===== config.mk =====
export PLATFORM = sky130hd
export DESIGN_NAME = hdr_err_log
export DESIGN_NICKNAME = d
export VERILOG_FILES = /design/src/rtl/hdr_err_log.sv
export SDC_FILE = /design/constraint.sdc
export NUM_CORES = 1
export LEC_CHECK = 0
export CAP_MARGIN = 20
export CORE_UTILIZATION = 51
export DETAILED_ROUTE_END_ITERATION = 10
export GPL_TIMING_DRIVEN = 1
export PLACE_DENSITY_LB_ADDON = 0.3
export SYNTH_ARGS = -nofsm -noshare
export SYNTH_HDL_FRONTEND = slang
export SYNTH_SLANG_ARGS = --single-unit

===== constraint.sdc =====
create_clock -name clk -period 1.4 [get_ports clk]
set_input_delay 0.28 -clock clk [delete_from_list [all_inputs] [get_ports clk]]
set_output_delay 0.28 -clock clk [all_outputs]
set_load 0.01 [all_outputs]

===== src/rtl/hdr_err_log.sv =====
module hdr_err_log #(
  parameter int AD_W  = 32,
  parameter int CBE_W = 4,
  parameter int IDX_W = 3
) (
  input  logic                clk,
  input  logic                rst_n,
  input  logic                pcix_mode,
  input  logic                addr1_vld,
  input  logic                addr2_vld,
  input  logic                attr_vld,
  input  logic [AD_W-1:0]     ad,
  input  logic [CBE_W-1:0]    cbe,
  input  logic                err_pulse,
  input  logic [IDX_W-1:0]    err_idx,
  input  logic                clr_pulse,
  input  logic [IDX_W-1:0]    clr_idx,
  output logic [4*AD_W-1:0]   log_q
);
  localparam int ATTR_W = AD_W + CBE_W;
  localparam int RSV_W  = 2*AD_W - ATTR_W - 2*CBE_W;

  logic [2*AD_W-1:0]  sh_addr;
  logic [CBE_W-1:0]   sh_cmd, sh_dac;
  logic [ATTR_W-1:0]  sh_attr;
  logic               locked;
  logic [IDX_W-1:0]   cause;
  logic               rearm;

  assign rearm = locked && clr_pulse && (clr_idx == cause);

  always_ff @(posedge clk or negedge rst_n) begin
    if (!rst_n) begin
      sh_addr <= '0;
      sh_cmd  <= '0;
      sh_dac  <= '0;
      sh_attr <= '0;
    end else begin
      if (addr1_vld) begin
        sh_addr <= {{AD_W{1'b0}}, ad};
        sh_cmd  <= cbe;
        sh_dac  <= '0;
        sh_attr <= '0;
      end
      if (addr2_vld) begin
        sh_addr[2*AD_W-1:AD_W] <= ad;
        sh_dac                 <= cbe;
      end
      if (attr_vld)
        sh_attr <= pcix_mode ? {cbe, ad} : '0;
    end
  end

  always_ff @(posedge clk or negedge rst_n) begin
    if (!rst_n) begin
      log_q  <= '0;
      locked <= 1'b0;
      cause  <= '0;
    end else if (err_pulse && !locked) begin
      log_q  <= {sh_addr, {RSV_W{1'b0}}, sh_dac, sh_cmd, sh_attr};
      locked <= 1'b1;
      cause  <= err_idx;
    end else if (rearm) begin
      locked <= 1'b0;
    end
  end

  a_r7_frozen: assert property (@(posedge clk) disable iff (!rst_n)
    locked |=> $stable(log_q));
  a_r2_locks_on_capture: assert property (@(posedge clk) disable iff (!rst_n)
    (err_pulse && !locked) |=> locked);
  a_r8_rearm: assert property (@(posedge clk) disable iff (!rst_n)
    rearm |=> !locked);
  a_r9_no_stray_rearm: assert property (@(posedge clk) disable iff (!rst_n)
    (locked && !(clr_pulse && clr_idx == cause)) |=> locked);
  a_r6_reserved_zero: assert property (@(posedge clk) disable iff (!rst_n)
    log_q[2*AD_W-ATTR_W-2*CBE_W+ATTR_W+2*CBE_W-1 -: RSV_W] == '0);
  a_r2_idle_hold: assert property (@(posedge clk) disable iff (!rst_n)
    (!locked && !err_pulse) |=> $stable(log_q));
endmodule


# Yosys cells after proc, flatten, opt, wreduce, memory -nomap -nowiden
# Index checks and enable logic that the tools add are counted.
# word_totals
regBits,220
wordCells,25
input_bits,50
out_inout_bits,128
# op_classes
n_eq_ne,1
n_reduce_logical,7
muxes,9
# op_table
operator,n
$mux 36,3
$mux 64,1
$mux 32,1
$mux 4,2
$reduce_bool 2->1,3
$eq 3x3->1,1
$logic_and 1x1->1,3
$mux 1,2
$logic_not 1->1,1

# Longest topological paths before layout
# logic_depth
depth_word,4
ltp_mapped,4
depth_no_buf,3

# Worst setup path before layout
# OpenSTA, ideal clock, no wires.
# synth_path
kind,register to register
start,register locked
end,register cause[0]
required_ps,1275
t_arrival_ps,1086
synth_period_minus_slack_ps,1211
setup_ps,125
setup_slack_ps,189
n_path_buf,2
stages_incl_launch_ff,5
cell_sequence,dfrtp_1 nand2b_4 buf_6 buf_6 mux2_4
# synth_between
elab_chain_cells,2
# synth_lines
item,line,source
"start, declared",26,logic locked;
"start signal, assigned",57,locked <= 1'b0;
"start signal, assigned",61,locked <= 1'b1;
"start signal, assigned",64,locked <= 1'b0;
$logic_not 1->1,59,end else if (err_pulse && !locked) begin
$logic_and 1x1->1,59,
"end signal, assigned",62,cause <= err_idx;
"end, declared",27,logic [IDX_W-1:0] cause;
# No other way between the ends.
# A chain may end at the register's enable or synchronous reset.

# Final worst setup path
# layout_path
start,register locked
end,register log_q[27]
# layout_between
elab_chain_cells,2
# layout_lines
item,line,source
$logic_not 1->1,59,
$logic_and 1x1->1,59,
"end signal, assigned",60,"log_q <= {sh_addr, {RSV_W{1'b0}}, sh_dac, sh_cmd, sh_attr};"
"end, declared",18,output logic [4*AD_W-1:0] log_q
# No other way between the ends.

==> results <==
-- layout make-up --
cell class	count	share of cell area
Clock buffer	28	0.0548
Clock inverter	12	0.0143
Multi-Input combinational cell	249	0.247
Sequential cell	220	0.483
Tap cell	220	0.0242
Timing Repair Buffer	252	0.176
-- logic make-up after synthesis --
kind of cell           count (synthesis)  synth area share
AO/OA/AOI/OAI                         73            0.0747
XOR/XNOR                               3           0.00306
buffers and inverters                 50            0.0430
flip-flops                           220             0.642
multiplexers                         147             0.232
other                                  1          0.000437
AND/OR/NAND/NOR                        5           0.00496
-- worst reg2reg max path: cells and delay by family, from the launching register on --
kind,cells,cell delay [ns]
buffers and inverters,2,0.35
and+or+nand+nor,1,0.21
DFF,1,0.40
muxes,1,0.30
-- worst max path at each step --
stage | to | slack [ns] | depth (start not counted)
final | log_q[27]$_DFFE_PN0P_ | 0.02 | 4
after global routing | log_q[27]$_DFFE_PN0P_ | -0.04 | 4
after CTS | log_q[83] | 0.00001 | 1
after detailed placement | sh_attr[6]$_DFFE_PN0P_ | -0.53 | 3
after global placement | sh_attr[11]$_DFFE_PN0P_ | -0.46 | 3
after floorplan | cause[0]$_DFFE_PN0P_ | 0.19 | 4
-- routing by layer --
layer / up-vias / share of wire
met5: - / 0
met4: 0 / 0.016
met3: 29 / 0.068
met2: 179 / 0.48
met1: 2645 / 0.44
li1: 2270 / -
-- cell usage after synthesis, drive strengths merged --
cell / n / area, um^2
nand2b: 1 / 13.8
o32a: 1 / 10.0
xnor2: 1 / 8.76
xor2: 2 / 17.5
conb: 1 / 3.75
clkbuf: 3 / 11.3
dfrtp: 220 / 5510
buf: 47 / 358
nand3: 1 / 5.00
nor2: 2 / 17.5
mux2: 147 / 1990
a22o: 72 / 631
and2: 1 / 6.26
-- what timing repair did --
action                                  4_1_cts  5_1_grt
hold endpoints to repair                     27        0
pin swaps                                     1        0
setup buffers                                30       26
resized for setup                           358       65
hold buffers                                  1        0
gates cloned                                  0        4
endpoints found under the setup margin      109      118
-- flip-flops by register name, summed over array words and instances, names as in the netlist --
register and count:
sh_attr 36, sh_cmd 4, sh_addr 64, log_q 108
locked 1, cause 3, sh_dac 4
-- power groups by stage --
stage	clock [mW]	combinational, mW	sequential (mW)
2_1_floorplan	0	3.12	9.56
3_3_place_gp	0	7.23	9.10
3_5_place_dp	0	7.38	9.17
4_1_cts	6.42	7.16	9.03
5_1_grt	6.72	7.76	9.19
6_report	6.32	7.28	9.02
==> reports/metrics.csv <==
metric,value,unit
status,"finished, final reports clean",
cp-start-kind,flop,
comb_power_share,0.322,
fin_tns_setup,0,ns
p_total,22.6,mW
synth_area,8580,um^2
ys_types,17,
crit_path_start,locked$_DFFE_PN0P_,
r2r_slack,0.02,ns
reg2reg_depth,4,
multiInputGateArea,2810,um^2
cp_slowest_cell,dfrtp_1,
power_leakage,5.91,nW
p_seq_frac,0.399,
cts_tree,built,
required,1.77,ns
numCtsBuffers,23,
setup_ws,0.0162,ns
stdcell_area,11400,um^2
avgViaCountPerCell,5.22,
start_util,0.519,
gr-usage-met2,0.367,
grt_max_degree,46,
routed_wl,19.7,mm
peakVddDrop,1.19,mV
die_area,17300,um^2
period_share,0.988,
grt_pass1_wl,31.2,mm
die_h,132,um
antenna_found_initial,0,
path_clk_slew,0.06,ns
wl_per_cell,20.1,um
seq_area_frac_synth,0.642,
drc,0,
preCtsSetupSlack,-0.528,ns
crit_top_cell,buf_12,
die_w,132,um
syn_inst,499,
clock_power_share,0.279,
met3_usage,0.0556,
clock.fmax,723,MHz
max-slew-margin-rel,0.580,
use_met1,0.310,
final_cells,981,
tightest_slew,0.629,ns
synth_seq_cells,220,
io_pins,178,
critPathTopFamily,flip-flops,
worstHoldPathType,in -> async,
diodes,0,
path_buf_inv,2,
postPlaceCellArea,10600,um^2
rsz0062_at_grt,true,
setup-violations-final,0,
ant_nets,0,
cts_buffer_depth,3,
dr.pass1.iters,4,
mostFrequentLayoutCells,"dfrtp_1, mux2_4, buf_2",
critPathKind,reg -> reg,
regArea,5510,um^2
clock_sinks,220,
coreArea,16500,um^2
area_growth,32.7,%
grt_usage,0.227,
final_common_cell,dfrtp_1,
dpl.hpwl,12.3,mm
avgSynthCellArea,17.2,um^2
drv_cap,0,
htree_levels,1,
timing.final.max_slew_violations,0,
initialDrtViolationCount,234,
r2r_end,log_q[27]$_DFFE_PN0P_,
holdWs,0.271,ns
p_int,16.4,mW
grt_pass1_vias,5640,
io_buffer_count,157,
layout-drive-gt1-share,0.519,
final_hold_viol_count,0,
rows,47,
path_cells,nand2b_4 -> buf_12 -> buf_12 -> mux2_4,
routabilityCongestion,0.767,
worstPathArrival,1.75,ns
place_inst,880,
r2r-start,locked$_DFFE_PN0P_,
root_buffer,clkbuf_16,
postLayoutCoreUtil,0.689,
power_density,1990,nW/um^2
min_period,1.38,ns
num-fill-cells,1171,
vias,5123,
netSwitchingPower,6.19,mW
ys_warn_count,0,
max_stage_delay,0.40,ns
grt_busiest_layer,met2,
swShare,0.274,
cp_max_fo,14,
finalClockSkew,0.0132,ns
gr-total-overflow,0,
endpoint_kind,flop,
clk_latency,0.49,ns
fin_nets,796,
Power figures use the tool's default switching activity.
